File: config.mk
export PLATFORM = sky130hd
export DESIGN_NAME = ext_irq_pin_ctrl
export DESIGN_NICKNAME = d
export VERILOG_FILES = /design/src/rtl/eip_pkg.sv /design/src/rtl/eip_sync.sv /design/src/rtl/eip_pin_cell.sv /design/src/rtl/eip_regs.sv /design/src/rtl/ext_irq_pin_ctrl.sv
export SDC_FILE = /design/constraint.sdc
export NUM_CORES = 1
export LEC_CHECK = 0
export ABC_AREA = 1
export BUFFER_PORTS_ARGS = -buffer_cell sky130_fd_sc_hd__buf_2
export CAP_MARGIN = 10
export CORE_UTILIZATION = 40
export DETAILED_ROUTE_END_ITERATION = 10
export PLACE_DENSITY_LB_ADDON = 0.15
export SYNTH_ARGS = -nofsm -noshare
export SYNTH_HDL_FRONTEND = slang
export SYNTH_SLANG_ARGS = --single-unit
File: constraint.sdc
create_clock -name clk -period 1.35 [get_ports clk]
set_input_delay 0.27 -clock clk [delete_from_list [all_inputs] [get_ports clk]]
set_output_delay 0.27 -clock clk [all_outputs]
set_load 0.02 [all_outputs]
File: src/rtl/eip_pkg.sv
package eip_pkg;
  localparam int MAX_PINS = 8;
  localparam int FIELD_W  = 4;
  localparam int REG_W    = 32;
  localparam int ADDR_W   = 3;

  localparam logic [ADDR_W-1:0] A_TRIG = 3'd0;
  localparam logic [ADDR_W-1:0] A_PRIO = 3'd1;
  localparam logic [ADDR_W-1:0] A_STAT = 3'd2;
  localparam logic [ADDR_W-1:0] A_MSET = 3'd3;
  localparam logic [ADDR_W-1:0] A_MCLR = 3'd4;

  typedef enum logic [FIELD_W-1:0] {
    TRIG_FALL = 4'd0,
    TRIG_RISE = 4'd1,
    TRIG_LOW  = 4'd2,
    TRIG_HIGH = 4'd3,
    TRIG_BOTH = 4'd4
  } trig_e;
endpackage

File: src/rtl/eip_sync.sv
module eip_sync #(
  parameter int WIDTH  = 8,
  parameter int STAGES = 2
) (
  input  logic             clk,
  input  logic             rst,
  input  logic [WIDTH-1:0] d,
  output logic [WIDTH-1:0] q
);
  logic [STAGES-1:0][WIDTH-1:0] chain;

  always_ff @(posedge clk) begin
    if (rst) chain <= '0;
    else     chain <= {chain[STAGES-2:0], d};
  end

  assign q = chain[STAGES-1];
endmodule

File: src/rtl/eip_pin_cell.sv
module eip_pin_cell
  import eip_pkg::*;
(
  input  logic               clk,
  input  logic               rst,
  input  logic               lvl,
  input  logic [FIELD_W-1:0] mode,
  input  logic               clr_req,
  output logic               pend
);
  logic prev;
  logic rise, fall, set_ev, is_level, lvl_active;

  always_comb begin
    rise       = lvl & ~prev;
    fall       = ~lvl & prev;
    set_ev     = 1'b0;
    is_level   = 1'b0;
    lvl_active = 1'b0;
    case (mode)
      TRIG_FALL: set_ev = fall;
      TRIG_RISE: set_ev = rise;
      TRIG_BOTH: set_ev = rise | fall;
      TRIG_LOW: begin
        is_level   = 1'b1;
        lvl_active = ~lvl;
      end
      TRIG_HIGH: begin
        is_level   = 1'b1;
        lvl_active = lvl;
      end
      default: ;
    endcase
  end

  always_ff @(posedge clk) begin
    if (rst) begin
      prev <= 1'b0;
      pend <= 1'b0;
    end else begin
      prev <= lvl;
      if (is_level)     pend <= lvl_active;
      else if (set_ev)  pend <= 1'b1;
      else if (clr_req) pend <= 1'b0;
    end
  end
endmodule

File: src/rtl/eip_regs.sv
module eip_regs
  import eip_pkg::*;
#(
  parameter int NUM_PINS = 8
) (
  input  logic                clk,
  input  logic                rst,
  input  logic                wr_en,
  input  logic                rd_en,
  input  logic [ADDR_W-1:0]   addr,
  input  logic [REG_W-1:0]    wdata,
  input  logic [NUM_PINS-1:0] pend,
  output logic [REG_W-1:0]    rdata,
  output logic [REG_W-1:0]    trig_q,
  output logic [REG_W-1:0]    prio_q,
  output logic [NUM_PINS-1:0] mask_q,
  output logic [NUM_PINS-1:0] clr_req
);
  localparam int TOP = MAX_PINS - 1;

  logic [NUM_PINS-1:0] wbits;
  logic [MAX_PINS-1:0] stat_view;

  for (genvar n = 0; n < NUM_PINS; n++) begin : g_map
    assign wbits[n] = wdata[TOP-n];
  end

  always_comb begin
    stat_view = '0;
    for (int n = 0; n < NUM_PINS; n++) stat_view[TOP-n] = pend[n];
  end

  assign clr_req = {NUM_PINS{wr_en && (addr == A_STAT)}} & ~wbits;

  always_ff @(posedge clk) begin
    if (rst) begin
      trig_q <= '0;
      prio_q <= '0;
      mask_q <= '1;
    end else if (wr_en) begin
      case (addr)
        A_TRIG:  trig_q <= wdata;
        A_PRIO:  prio_q <= wdata;
        A_MSET:  mask_q <= mask_q | wbits;
        A_MCLR:  mask_q <= mask_q & ~wbits;
        default: ;
      endcase
    end
  end

  always_ff @(posedge clk) begin
    if (rst) begin
      rdata <= '0;
    end else if (rd_en) begin
      case (addr)
        A_TRIG:  rdata <= trig_q;
        A_PRIO:  rdata <= prio_q;
        A_STAT:  rdata <= {{(REG_W-MAX_PINS){1'b0}}, stat_view};
        default: rdata <= '0;
      endcase
    end
  end
endmodule

File: src/rtl/ext_irq_pin_ctrl.sv
module ext_irq_pin_ctrl
  import eip_pkg::*;
#(
  parameter int NUM_PINS    = 8,
  parameter int SYNC_STAGES = 2
) (
  input  logic                clk,
  input  logic                rst,
  input  logic [NUM_PINS-1:0] pin_i,
  input  logic                reg_wr_en,
  input  logic                reg_rd_en,
  input  logic [ADDR_W-1:0]   reg_addr,
  input  logic [REG_W-1:0]    reg_wdata,
  output logic [REG_W-1:0]    reg_rdata,
  output logic [NUM_PINS-1:0] irq_pin_o,
  output logic                irq_any_o
);
  localparam int TOP = MAX_PINS - 1;

  logic [NUM_PINS-1:0] pin_s;
  logic [NUM_PINS-1:0] pend;
  logic [NUM_PINS-1:0] mask_q;
  logic [NUM_PINS-1:0] clr_req;
  logic [NUM_PINS-1:0] req_next;
  logic [REG_W-1:0]    trig_q;
  logic [REG_W-1:0]    prio_q;

  eip_sync #(.WIDTH(NUM_PINS), .STAGES(SYNC_STAGES)) u_sync (
    .clk (clk),
    .rst (rst),
    .d   (pin_i),
    .q   (pin_s)
  );

  eip_regs #(.NUM_PINS(NUM_PINS)) u_regs (
    .clk     (clk),
    .rst     (rst),
    .wr_en   (reg_wr_en),
    .rd_en   (reg_rd_en),
    .addr    (reg_addr),
    .wdata   (reg_wdata),
    .pend    (pend),
    .rdata   (reg_rdata),
    .trig_q  (trig_q),
    .prio_q  (prio_q),
    .mask_q  (mask_q),
    .clr_req (clr_req)
  );

  for (genvar n = 0; n < NUM_PINS; n++) begin : g_pin
    eip_pin_cell u_cell (
      .clk     (clk),
      .rst     (rst),
      .lvl     (pin_s[n]),
      .mode    (trig_q[(TOP-n)*FIELD_W +: FIELD_W]),
      .clr_req (clr_req[n]),
      .pend    (pend[n])
    );
    assign req_next[n] = pend[n] & ~mask_q[n] & (|prio_q[(TOP-n)*FIELD_W +: FIELD_W]);
  end

  always_ff @(posedge clk) begin
    if (rst) begin
      irq_pin_o <= '0;
      irq_any_o <= 1'b0;
    end else begin
      irq_pin_o <= req_next;
      irq_any_o <= |req_next;
    end
  end
endmodule

==> results.env, run 1 <==
DETAIL_ROUTE.WL_PER_CELL_UM=13.8
DOMINANT_COMBINATIONAL_CELL_FAMILY_BY_AREA_AFTER_SYNTHESIS='simple AND/OR/NAND/NOR gates'
YOSYS_REGISTER_BITS=145
CRITICAL_PATH.MAX_STAGE_DELAY_NS=0.41
DIE_AREA_UM2=16300
CTS-RESIZED-GATES=0
DIE_WIDTH_UM=128
IOPINCOUNT=88
DRT-TOTAL-WL_MM=16.7
POST_SYNTH_EDFFS=0
CRITICAL_PATH.CELL_CHAIN='buf_2'
DIEHEIGHT_UM=128
CRITICAL_PATH.MAX_FANOUT=2
MAXIMUM_NUMBER_OF_PINS_ON_ONE_NET_BEFORE_GLOBAL_ROUTE_REPAIR=67
FINAL.SETUP.WORST_SLACK_NS=0.0546
CTS_ROOT_BUFFER='sky130_fd_sc_hd__clkbuf_16'
CRIT_PATH_TOP_DELAY_CELL='sky130_fd_sc_hd__dfxtp_1'
MAX_SLEW_VIOLATION_COUNT=0
CLOCK_INSERTION_DELAY_WORST_SKEW_NS=0.42
SHARE_OF_THE_SYNTHESIZED_NETLIST_AREA_TAKEN_BY_XOR_AND_XNOR_GATES=0.00968
MAX_CAP_VIOLS=0
HOLD_PATH.CLASS='in2reg'
CRITICAL_PATH.N_BUFFERS_INVERTERS=1
CP-END-KIND='primary output'
SYNTH_TOP_CELL_BY_AREA='sky130_fd_sc_hd__dfxtp_1'
WORST_HOLD_SLACK_NS=0.0463
SYNTH_COMMON_CELLS='sky130_fd_sc_hd__nand2_1, sky130_fd_sc_hd__dfxtp_1, sky130_fd_sc_hd__a21oi_1, sky130_fd_sc_hd__nand3_1, sky130_fd_sc_hd__nor2_1'
MULTI_INPUT_AREA_UM2=2900
SYNTH_MUX_AREA_FRAC=0
REG2REG_SLACK_NS=0.17
GLOBAL_ROUTE.USAGE.MET3=0.0518
HOLDPATHSTAGES=3
TIMING.SETUP.TNS_NS=0
YOSYSWARNINGCOUNT=0
CLOCK_POWER_SHARE=0.460
SYNTHARSTFLOPSHARE=0
YOSYSTOPAREACELLSHARE=0.458
POWER_PER_CELL_AREA_nW_PER_UM2=1260
START_UTIL=0.413
POST_SYNTH_FA_HA_MAJ_AREA_FRACTION=0.0316
FLOORPLAN.CORE_AREA_UM2=15300
WIRE_LENGTH_OF_THE_FIRST_GLOBAL_ROUTING_PASS_MM=27.7
POSTCTSSETUPREPAIRBUFS=0
WORST_EP_REQUIRED_TIME_NS=1.08
SYNTHTOLAYOUTAREAGROWTH_PCT=23.1
POWER.LEAKAGE_nW=3.37
YOSYS.AREA_SHARE.SIMPLE=0.295
GLOBALROUTEOVERFLOWTOTAL=0
START_OF_THE_WORST_REGISTER_TO_REGISTER_PATH='u_regs.prio_q[12]$_SDFFE_PP0P_'
HOLD_VIOL=0
SEQ_AREA_UM2=2900
SYNTH_COMPOUND_GATE_AREA_SHARE=0.121
VDD_IR_DROP_MAX_uV=881
GRTUSAGEMET1=0.283
STATUS='finished, final reports clean'
NFILLCELLS=1603
ACHIEVABLE-FREQUENCY_MHz=772
CLKTRANSATPATHREGS_NS=0.05
TIMING.REG2REG.WORST_PATH_DEPTH=6
WORSTREG2REGEND='irq_any_o$_SDFF_PP0_'
CTS_MAX_PATH_BUFFERS=2
TOTAL_SWITCHING_POWER_W=0.00235
MOST_USED_STANDARD_CELL_BY_INSTANCE_COUNT_AFTER_SYNTHESIS='sky130_fd_sc_hd__nand2_1'
GLOBALPLACE.CONGESTION=0.833
CTS_NUM_SINKS=145
POST-ROUTE-PERIOD-UTIL=0.960
NETLIST_INSTANCES=890
POWER.INTERNAL_W=0.00751
CTS_BUFFERS=17
AVGSYNTHCELLAREA_UM2=7.11
STARTPOINT_TYPE='flop'
POST_ROUTE_CELLS_DRIVE_ABOVE_1_SHARE=0.165
VIASPERCELL=4.95
CTS-HTREE-LEVELS=4
POWER_FRAC_COMB=0.084
SYN_NETS=953
ROUTE.VIAS.TOTAL=5969
CP.ARRIVAL_NS=1.03
CTS_HOLD_BUFFERS=0
NETLIST-CELL-TYPE-COUNT=23
WORSTMARGINPINSLEW_NS=0.363
MOST_USED_DFF_POST_SYNTH='sky130_fd_sc_hd__dfxtp_1'
HPWL_MM=11.9
HOLD-PATH-ENDPOINT='u_sync.chain[3]$_SDFF_PP0_'
PORT_BUFFERS=87
TRITONCTS='built'
TIMING_WORST_SETUP_PATH_TYPE='reg2out'
SYNTH-SEQ-AREA-SHARE=0.458
NUMBER_OF_GLOBAL_ROUTE_VIAS_BEFORE_REPAIR=5619
FINAL.SETUP_SKEW_NS=0.00497
DRT_DRC_VIOLATIONS_LEFT=0
REPORT.FINAL.SETUP_VIOL=0
GRT_SETUP_UNREPAIRED='no'
NUM-NETS-FINAL=1047
YOSYS-TOP-CELLS-AREA='sky130_fd_sc_hd__dfxtp_1, sky130_fd_sc_hd__nand2_1, sky130_fd_sc_hd__a21oi_1, sky130_fd_sc_hd__nand3_1, sky130_fd_sc_hd__nor2_1'
SYN_AREA_UM2=6330
BUSIEST_LAYER='met2'
GLOBAL_ROUTE.USAGE.MET2=0.351
TIMING.HOLD.WORST.START='pin_i[3]'
PERIOD_MINUS_SLACK_NS=1.30
COUNT_OF_ROUTING_VIOLATIONS_AFTER_THE_OPENING_DETAILED_ROUTE_ITERATION=321
SLEW_HEADROOM=0.758
PWR-SHARE-SEQ=0.456
PRECTSSETUPSLACK_NS=-0.0396
ANTENNA_FOUND_INITIAL=0
DRT_PRE_ANTENNA_ITERS=5
ROWS=45
TOP_CELL_FAMILY_BY_DELAY_ON_THE_CRITICAL_PATH='flip-flops'
SWSHARE=0.239
DETAIL-ROUTE-ANTENNA-NETS=0
GR-USAGE-ALL-LAYERS=0.218
[cells by family (layout without fill, tap and decap cells)]
family	count (synthesis)	count (layout)
AOI/OAI and AO/OA	149	149
DFF	145	145
buffers and inverters	137	242
other	0	1
xor gates and xnor gates	7	7
adders and majority gates	16	16
and+or+nand+nor	436	436
[area by class of cell]
type                       instances  area share
antenna                            1    0.000321
sequential                       145       0.372
timing repair buffer             128       0.108
multi-input combinational        608       0.372
tap                              211      0.0339
clock buffer                      20      0.0586
inverter                          84      0.0404
clock inverter                    10      0.0144
[metal layers]
layer  share of wire  vias up
li1                -     3064
met1            0.47     2750
met2            0.46      133
met3           0.047       22
met4           0.016        0
met5               0        -
[per-stage QoR]
step / instances / util / total power, W / instance area [µm²]
2_1_floorplan: 890 / - / 0.00507 / 6340
3_3_place_gp: 1176 / 0.472 / 0.00542 / 7230
3_5_place_dp: 1176 / 0.472 / 0.00542 / 7230
4_1_cts: 1206 / 0.509 / 0.00995 / 7790
5_1_grt: 1206 / 0.509 / 0.0103 / 7790
6_report: 1207 / 0.509 / 0.00986 / 7800
[worst max path at each step]
stage	start	endpoint	slack, ns	cells after the start
after floorplan	reg_addr[2]	flop	-0.03	7
after global placement	reg_addr[0]	u_regs.rdata[15]$_SDFFE_PP0P_	-0.01	9
after detailed placement	reg_addr[2]	u_regs.trig_q[1]$_SDFFE_PP0P_	-0.04	6
after CTS	u_regs.rdata[9]$_SDFFE_PP0P_	reg_rdata[9]	0.05	1
after global routing	u_regs.rdata[9]$_SDFFE_PP0P_	reg_rdata[9]	0.04	1
final	u_regs.rdata[9]$_SDFFE_PP0P_	reg_rdata[9]	0.05	1
[power by group through the flow]
stage	logic (W)	clock network, W	registers, W
3_5_place_dp	0.000835	0	0.00459
4_1_cts	0.000841	0.00462	0.00449
3_3_place_gp	0.000833	0	0.00459
5_1_grt	0.000940	0.00484	0.00451
6_report	0.000832	0.00454	0.00449
2_1_floorplan	0.000498	0	0.00457
[state kept, by name, summed over array words and instances (netlist names), named ones only]
register	count
g_pin.u_cell.prev	8
u_regs.trig_q	32
irq_pin_o	8
g_pin.u_cell.pend	8
u_regs.rdata	32
irq_any_o	1
u_sync.chain	8
u_regs.prio_q	32
u_sync.q	8
[placed cells by master, fill, tap and decap left out]
master	netlist	final
sky130_fd_sc_hd__nand2_1	219	218
sky130_fd_sc_hd__dfxtp_1	145	145
sky130_fd_sc_hd__a21oi_1	106	106
sky130_fd_sc_hd__nand3_1	106	106
sky130_fd_sc_hd__buf_2	9	86
sky130_fd_sc_hd__nor2_1	84	83
sky130_fd_sc_hd__inv_1	82	82
sky130_fd_sc_hd__o21ai_0	35	35
sky130_fd_sc_hd__buf_4	3	34
sky130_fd_sc_hd__clkbuf_16	0	17
sky130_fd_sc_hd__ha_1	16	16
sky130_fd_sc_hd__nand4_1	15	15
sky130_fd_sc_hd__buf_12	0	8
sky130_fd_sc_hd__xnor2_1	7	7
sky130_fd_sc_hd__nand3b_1	7	7
sky130_fd_sc_hd__o21a_1	7	7
sky130_fd_sc_hd__clkinv_2	0	4
sky130_fd_sc_hd__nor3_4	2	2
sky130_fd_sc_hd__nand2_2	1	2
sky130_fd_sc_hd__bufinv_16	0	2
sky130_fd_sc_hd__clkinv_4	0	2
sky130_fd_sc_hd__clkbuf_8	0	2
sky130_fd_sc_hd__clkinvlp_4	0	2
sky130_fd_sc_hd__diode_2	0	1
sky130_fd_sc_hd__inv_2	1	1
sky130_fd_sc_hd__clkinv_1	1	1
sky130_fd_sc_hd__nor2_2	0	1
sky130_fd_sc_hd__nor3_2	1	1
sky130_fd_sc_hd__o21ai_1	1	1
sky130_fd_sc_hd__nor3_1	1	1
sky130_fd_sc_hd__clkbuf_1	36	1
No activity file was read; power rests on OpenSTA's default activity.
==> inputs of run 2 (changes only) <==
- PLACE_DENSITY: unset -> 0.7
- PLACE_DENSITY_LB_ADDON: 0.15 -> unset
- RECOVER_POWER: unset -> 25
- TNS_END_PERCENT: unset -> 1
==> results.env, run 2 (same netlist as run 1, synthesis figures left out) <==
CTS_MAX_PATH_BUFFERS=2
DETAIL-ROUTE-ANTENNA-NETS=0
CLKTRANSATPATHREGS_NS=0.05
ANTENNA_FOUND_INITIAL=1
CTS_ROOT_BUFFER='sky130_fd_sc_hd__clkbuf_16'
CP.ARRIVAL_NS=1.48
MAX_CAP_VIOLS=0
LAYOUT.CELLS.NON_FILLER=1199
TIMING_WORST_SETUP_PATH_TYPE='reg2reg'
VIASPERCELL=5.03
CLOCK_INSERTION_DELAY_WORST_SKEW_NS=0.42
START_OF_THE_WORST_REGISTER_TO_REGISTER_PATH='u_regs.prio_q[4]$_SDFFE_PP0P_'
GR-USAGE-ALL-LAYERS=0.209
POWER_W=0.00931
SYNTHTOLAYOUTAREAGROWTH_PCT=20.6
WIRE_LENGTH_OF_THE_FIRST_GLOBAL_ROUTING_PASS_MM=26.6
HOLD_VIOL=0
CTS_HOLD_BUFFERS=0
NUM-NETS-FINAL=1044
SWSHARE=0.239
MAX_SLEW_VIOLATION_COUNT=0
POWER.INTERNAL_W=0.00709
POST_ROUTE_CELLS_DRIVE_ABOVE_1_SHARE=0.150
GLOBALPLACE.CONGESTION=0.857
NFILLCELLS=1635
NUMBER_OF_GLOBAL_ROUTE_VIAS_BEFORE_REPAIR=5471
TRITONCTS='built'
DRT_PRE_ANTENNA_ITERS=5
POWER_FRAC_COMB=0.088
DIE_AREA_UM2=16300
WORSTREG2REGEND='irq_any_o$_SDFF_PP0_'
POSTCTSSETUPREPAIRBUFS=0
CTS-HTREE-LEVELS=4
SLEW_HEADROOM=0.440
ROWS=45
TOP_LIBRARY_CELLS_BY_USAGE_IN_THE_LAYOUT_FILL_AND_TAPS_ASIDE='sky130_fd_sc_hd__nand2_1, sky130_fd_sc_hd__dfxtp_1, sky130_fd_sc_hd__a21oi_1, sky130_fd_sc_hd__nand3_1, sky130_fd_sc_hd__buf_2'
DETAIL_ROUTE.WL_PER_CELL_UM=13.6
MAXIMUM_NUMBER_OF_PINS_ON_ONE_NET_BEFORE_GLOBAL_ROUTE_REPAIR=66
LAYOUT_COMMONEST_CELL='sky130_fd_sc_hd__nand2_1'
COUNT_OF_ROUTING_VIOLATIONS_AFTER_THE_OPENING_DETAILED_ROUTE_ITERATION=369
POWER.LEAKAGE_nW=3.29
PORT_BUFFERS=87
CRITICAL_PATH.MAX_FANOUT=3
CLOCK_POWER_SHARE=0.429
ROUTE.VIAS.TOTAL=6032
ACHIEVABLE-FREQUENCY_MHz=814
HOLD_PATH.CLASS='in2reg'
PERIOD_MINUS_SLACK_NS=1.23
CP-END-KIND='flop'
FINALCOREUTILIZATION=0.499
WORSTSETUPENDPOINT='irq_any_o$_SDFF_PP0_'
GLOBALROUTEOVERFLOWTOTAL=0
CTS_BUFFERS=17
CTS-RESIZED-GATES=0
REG2REG_SLACK_NS=0.12
DRT_DRC_VIOLATIONS_LEFT=0
PLACE.DETAILED.INSTANCES=1173
TOTAL_SWITCHING_POWER_W=0.00223
PWR-SHARE-SEQ=0.483
TIMING.REG2REG.WORST_PATH_DEPTH=6
FINAL.SETUP_SKEW_NS=0.00441
START_UTIL=0.413
DIE_WIDTH_UM=128
POWER_PER_CELL_AREA_nW_PER_UM2=1220
CTS_NUM_SINKS=145
GRT_SETUP_UNREPAIRED='no'
STATUS='finished, final reports clean'
WORST_EP_REQUIRED_TIME_NS=1.60
VDD_IR_DROP_MAX_uV=962
LARGEST_REGISTERS='u_regs.prio_q: 32 flops, u_regs.rdata: 32 flops, u_regs.trig_q: 32 flops'
IOPINCOUNT=88
REPORT.FINAL.SETUP_VIOL=0
NUMBER_OF_DIODES=0
CRITICAL_PATH_START='u_regs.prio_q[4]$_SDFFE_PP0P_'
STARTPOINT_TYPE='flop'
DIEHEIGHT_UM=128
HPWL_MM=11.4
POST-ROUTE-PERIOD-UTIL=0.910
WORSTMARGINPINSLEW_NS=0.840
DRT-TOTAL-WL_MM=16.3
FLOORPLAN.CORE_AREA_UM2=15300
-- run 2: metal layers --
metal / GRT usage / wire, µm / vias up / share of wire
met2: 0.333 / 7340 / 216 / 0.45
met5: 0 / 0 / - / 0
met3: 0.0451 / 1090 / 19 / 0.067
li1: - / - / 3039 / -
met4: 0.0837 / 233 / 0 / 0.014
met1: 0.276 / 7630 / 2758 / 0.47
-- run 2: power by group through the flow --
stage               logic (W)  registers [W]  clock network (W)
floorplan            0.000498        0.00457                  0
global placement     0.000815        0.00459                  0
finish               0.000816        0.00450            0.00400
CTS                  0.000832        0.00450            0.00407
global route         0.000913        0.00451            0.00425
detailed placement   0.000826        0.00459                  0
-- run 2: through the flow --
stage	setup WS (ns)	hold slack (ns)	setup TNS, ns	cell area (µm²)
after CTS	0.131	0.0381	0	7680
after floorplan	-0.0332	0.377	-0.0770	6340
after global routing	0.0333	0.0409	0	7630
after detailed placement	-0.0305	0.397	-0.209	7200
final	0.121	0.0474	0	7630
after global placement	0.0157	0.392	0	7200
-- run 2: how the worst min path moves through the flow --
stage                               startpoint  cells after the start  slack (ns)                    endpoint
CTS                                   pin_i[1]                      3        0.04  u_sync.chain[1]$_SDFF_PP0_
detailed placement  u_sync.chain[2]$_SDFF_PP0_                      2        0.40      u_sync.q[2]$_SDFF_PP0_
global placement    u_sync.chain[3]$_SDFF_PP0_                      2        0.39      u_sync.q[3]$_SDFF_PP0_
global route                          pin_i[7]                      3        0.04  u_sync.chain[7]$_SDFF_PP0_
floorplan                             pin_i[0]                      2        0.38  u_sync.chain[0]$_SDFF_PP0_
finish                                pin_i[6]                      3        0.05  u_sync.chain[6]$_SDFF_PP0_
-- run 2: cell type report --
cell class              instances  area [µm²]  share of cell area
multi-input cells             608        2880               0.378
inverters                      84         315              0.0413
well taps                     211         264              0.0346
clock inverters                 2        10.0             0.00131
clock buffers                  24         472              0.0618
flip-flops and latches        145        2900               0.380
repair buffers                125         787               0.103
-- run 2: critical path: stages, from the launching register on --
cell and delay, ns:
sky130_fd_sc_hd__dfxtp_1 0.33, sky130_fd_sc_hd__nor2_1 0.13, sky130_fd_sc_hd__nand3_1 0.13, sky130_fd_sc_hd__nand2_1 0.11, sky130_fd_sc_hd__nand2_1 0.07, sky130_fd_sc_hd__nor2_1 0.15, sky130_fd_sc_hd__a21oi_1 0.14
